`src/rtl/pt_walk2.sv`:
```
module pt_walk2 (
  input  logic        clk,
  input  logic        rst_n,
  input  logic [31:0] root_base,
  input  logic        req_valid,
  output logic        req_ready,
  input  logic [31:0] req_vaddr,
  output logic        rsp_valid,
  output logic        rsp_fault,
  output logic        rsp_fault_lvl,
  output logic [31:0] rsp_paddr,
  output logic [2:0]  rsp_perm,
  output logic        mem_rd_valid,
  input  logic        mem_rd_ready,
  output logic [31:0] mem_rd_addr,
  input  logic        mem_rsp_valid,
  input  logic [31:0] mem_rsp_data
);

  localparam int OFS_W = 12;
  localparam int IDX_W = 10;
  localparam int PN_W  = 32 - OFS_W;

  typedef enum logic [2:0] {IDLE, READ_OUTER, READ_INNER, DONE, FAULT} st_t;

  st_t              st;
  logic [31:0]      va;
  logic [31:0]      root;
  logic [PN_W-1:0]  tbl;
  logic [PN_W-1:0]  frame;
  logic [2:0]       perm;
  logic             lvl;
  logic             issued;
  logic             desc_ok;
  logic             unused_bits;

  assign desc_ok     = mem_rsp_data[0];
  assign unused_bits = ^mem_rsp_data[OFS_W-1:4];

  always_ff @(posedge clk) begin
    if (!rst_n) begin
      st     <= IDLE;
      va     <= '0;
      root   <= '0;
      tbl    <= '0;
      frame  <= '0;
      perm   <= '0;
      lvl    <= 1'b0;
      issued <= 1'b0;
    end else begin
      case (st)
        IDLE: if (req_valid) begin
          va     <= req_vaddr;
          root   <= root_base;
          issued <= 1'b0;
          st     <= READ_OUTER;
        end
        READ_OUTER: begin
          if (mem_rd_valid && mem_rd_ready) issued <= 1'b1;
          if (issued && mem_rsp_valid) begin
            if (!desc_ok) begin
              lvl <= 1'b0;
              st  <= FAULT;
            end else begin
              tbl    <= mem_rsp_data[31:OFS_W];
              issued <= 1'b0;
              st     <= READ_INNER;
            end
          end
        end
        READ_INNER: begin
          if (mem_rd_valid && mem_rd_ready) issued <= 1'b1;
          if (issued && mem_rsp_valid) begin
            if (!desc_ok) begin
              lvl <= 1'b1;
              st  <= FAULT;
            end else begin
              frame <= mem_rsp_data[31:OFS_W];
              perm  <= mem_rsp_data[3:1];
              st    <= DONE;
            end
          end
        end
        default: st <= IDLE;
      endcase
    end
  end

  assign req_ready    = (st == IDLE);
  assign mem_rd_valid = (st == READ_OUTER || st == READ_INNER) && !issued;
  assign mem_rd_addr  = (st == READ_INNER)
                      ? {tbl, va[OFS_W+IDX_W-1:OFS_W], 2'b00}
                      : root + {20'd0, va[31:OFS_W+IDX_W], 2'b00};

  assign rsp_valid     = (st == DONE) || (st == FAULT);
  assign rsp_fault     = (st == FAULT);
  assign rsp_fault_lvl = (st == FAULT) && lvl;
  assign rsp_paddr     = (st == DONE) ? {frame, va[OFS_W-1:0]} : '0;
  assign rsp_perm      = (st == DONE) ? perm : '0;

endmodule

```
`config.mk`:
```
export PLATFORM = sky130hd
export DESIGN_NAME = pt_walk2
export DESIGN_NICKNAME = d
export VERILOG_FILES = /design/src/rtl/pt_walk2.sv
export SDC_FILE = /design/constraint.sdc
export NUM_CORES = 1
export LEC_CHECK = 0
export BUFFER_PORTS_ARGS = -buffer_cell sky130_fd_sc_hd__buf_2
export CAP_MARGIN = 20
export CORE_UTILIZATION = 52
export CTS_CLUSTER_SIZE = 25
export DETAILED_ROUTE_END_ITERATION = 6
export PLACE_DENSITY = 0.79
export SLEW_MARGIN = 20
export SYNTH_ARGS = -nofsm -noshare
export SYNTH_HDL_FRONTEND = slang
export SYNTH_SLANG_ARGS = --single-unit
```
`constraint.sdc`:
```
create_clock -name clk -period 3.5 [get_ports clk]
set_input_delay 0.525 -clock clk [delete_from_list [all_inputs] [get_ports clk]]
set_output_delay 0.525 -clock clk [all_outputs]
set_load 0.02 [all_outputs]
```
==> impl_metrics.json <==
{
  "grt_pass1_vias": 4928,
  "clk_path_buf_depth": 2,
  "critPathBufInv": 3,
  "grt_pass1_wl_um": 22500,
  "yosys_warnings": 0,
  "diodes": 0,
  "first_iter_violations": 247,
  "synthSimpleGateAreaFrac": 0.275,
  "rr_endpoint": "perm[0]",
  "cpMaxStageDelayCell": "fa_1",
  "cellPowerDensity_nw_per_um2": 535,
  "yosys-mux-area-fraction": 0.00178,
  "cts_hold_buf": 0,
  "nNetsFinal": 975,
  "worst_pin_slew_ns": 1.01,
  "synth_top_family_by_area": "simple AND/OR/NAND/NOR gates",
  "clk_pin_slew_ns": 0.11,
  "setup_viol": 0,
  "core_sq_um": 10400,
  "dr.pass1.iters": 5,
  "synthTopCellsByArea": "dfxtp_1 40%, nand2_1 17%, a21boi_0 14%",
  "dp_hpwl_um": 10100,
  "cts_buffers": 9,
  "post_drt_wl_per_cell_um": 13.6,
  "cts_tree": "done",
  "via_count": 5156,
  "synth_cell_types": 44,
  "cpMostUsedCell": "buf_4",
  "cp.arrival_ns": 2.79,
  "synth_ff_type": "dfxtp_1",
  "postRouteWirelength_um": 13700,
  "gr-total-overflow": 0,
  "worstHoldPathCells": 3,
  "crit_path_end_kind": "output pin",
  "fp-row-count": 37,
  "swShare": 0.392,
  "finalHoldViolations": 0,
  "cap_violations": 0,
  "crit_family": "compound AO/OA/AOI/OAI gates",
  "switching_power_mw": 1.40,
  "finalSetupTns_ns": 0,
  "antenna_found_initial": 0,
  "place.gp.congestion": 0.903,
  "syn_area_sq_um": 5610,
  "period_share": 0.946,
  "avgSynthCellArea_sq_um": 7.72,
  "start_util": 0.541,
  "crit_type": "reg -> out",
  "synth_seq_cells": 112,
  "worstRegToRegCells": 5,
  "clock_latency_ns": 0.38,
  "status": "finished, final reports clean",
  "hold_path_class": "in -> reg",
  "fin_skew_ns": 0.00967,
  "ys_seq_area_frac": 0.400,
  "pwr-share-clk": 0.220,
  "slew_viol_final": 0,
  "min_from": "mem_rsp_data[2]",
  "rsz0062_at_grt": "no",
  "ir_worst_vdd_uv": 272,
  "synthCells": 727,
  "layout-drive-gt1-share": 0.237,
  "synth_fa_ha_area_frac": 0.0259,
  "antenna_left": 0,
  "p_leak_nw": 2.73,
  "worstHoldEndpoint": "perm[1]",
  "final_core_util": 0.646,
  "seq_power_share": 0.438,
  "worstSetupStartpointType": "flop",
  "die_y_um": 106,
  "crit_path_max_fanout": 7,
  "syn_nets": 839,
  "worstReg2RegStart": "st[1]",
  "groute.usage.overall": 0.250,
  "layout_common_cells": "256 x nand2_1, 164 x buf_2, 112 x dfxtp_1",
  "min_period_ns": 3.31,
  "cpPeakStageDelay_ns": 0.43,
  "netlist.area_leader.share": 0.400,
  "max_slew_margin": 0.324,
  "die_w_um": 106,
  "final_common_cell": "nand2_1",
  "clock_sinks": 112,
  "drc_errors": 0,
  "numPortBuffers": 164,
  "area_growth_pct": 19.4,
  "combPwrFrac": 0.342,
  "p_int_mw": 2.18,
  "r2r_slack_ns": 1.30,
  "synth-xor-area-share": 0.0406,
  "cts-htree-levels": 3,
  "max_freq_mhz": 302,
  "die_area_sq_um": 11200,
  "grt_max_degree": 69,
  "crit_required_ns": 2.97,
  "ioPinCount": 173,
  "viasPerCell": 5.14,
  "async_flop_share": 0,
  "synth_area_leader_cell": "dfxtp_1",
  "synth_compound_area_frac": 0.219,
  "synth_edf_count": 0,
  "ctsRootBufferMaster": "clkbuf_8",
  "path_cells": "ha_1, fa_1, a211oi_2, o21bai_2, a221oi_4, buf_4, buf_4, nor2b_1, xnor2_1, o21ai_1, buf_2"
}
## cells in the mapped netlist (all sizes together) (11+ instances only)
library cell and n:
nand2 257, xnor2 21, nor3 11, o21ai 29
buf 14, clkbuf 32, nor2 14, and2 39
a21boi 109, a21oi 18, nand3 11, dfxtp 112
## cell families after synthesis
logic type,after synthesis
flip-flops,112
XOR/XNOR,26
adder cells (fa/ha/maj),11
AND/OR/NAND/NOR,354
multiplexers,1
AO/OA/AOI/OAI,173
buffers and inverters,50
## registers in the layout, indices dropped and copies added, names as in the netlist
| name | cells |
|---|---|
| issued | 1 |
| tbl | 20 |
| perm | 3 |
| root | 32 |
| lvl | 1 |
| st | 3 |
| frame | 20 |
| va | 32 |
## routing by layer
metal  share of wire  wire length [um]  global-route usage
met5               0                 0                   0
met4           0.017               230               0.118
met3           0.062               844              0.0495
met2            0.47              6440               0.399
met1            0.45              6150               0.323
## power by group through the flow
stage,registers [mW],logic [mW],clock network (mW)
finish,1.57,1.23,0.789
detailed placement,1.59,1.22,0
global placement,1.58,1.19,0
floorplan,1.54,0.895,0
CTS,1.56,1.23,0.813
global route,1.59,1.35,0.865
## worst max-delay path by stage
stage	startpoint	end	slack, ns	cells after the start
after global placement	va[22]	mem_rd_addr[26]	0.32	9
after detailed placement	va[22]	mem_rd_addr[22]	0.31	9
after floorplan	va[22]	mem_rd_addr[30]	0.47	8
final	va[22]	mem_rd_addr[18]	0.19	11
after CTS	va[22]	mem_rd_addr[22]	0.06	9
after global routing	va[22]	mem_rd_addr[18]	0.02	11
## cell type report
cell class,instances,area (sq um)
fillers,919,3670
well taps,136,170
multi-input cells,565,3190
clock buffers,9,124
clock inverters,7,77.6
flip-flops and latches,112,2240
inverters,4,15.0
repair buffers,171,873
## per-stage QoR
stage	hold WS [ns]	power, mW	area (sq um)	worst slack (ns)	std cells
floorplan	0.430	2.44	5610	0.470	727
finish	0.384	3.58	6700	0.189	1004
global route	0.368	3.81	6700	0.0199	1004
global placement	0.437	2.77	6460	0.319	986
CTS	0.354	3.61	6680	0.0609	1003
detailed placement	0.444	2.81	6460	0.306	986
## worst min-delay path: stages
cell and delay [ns]:
buf_2 0.09, nand2_1 0.04, a21boi_0 0.06
## what timing repair did
item / in CTS / in global routing
pin swaps: 1 / 2
resized for setup: 2 / 0
setup buffers: 1 / 1
setup endpoints to repair: 6 / 10
Power figures use the tool's default switching activity.
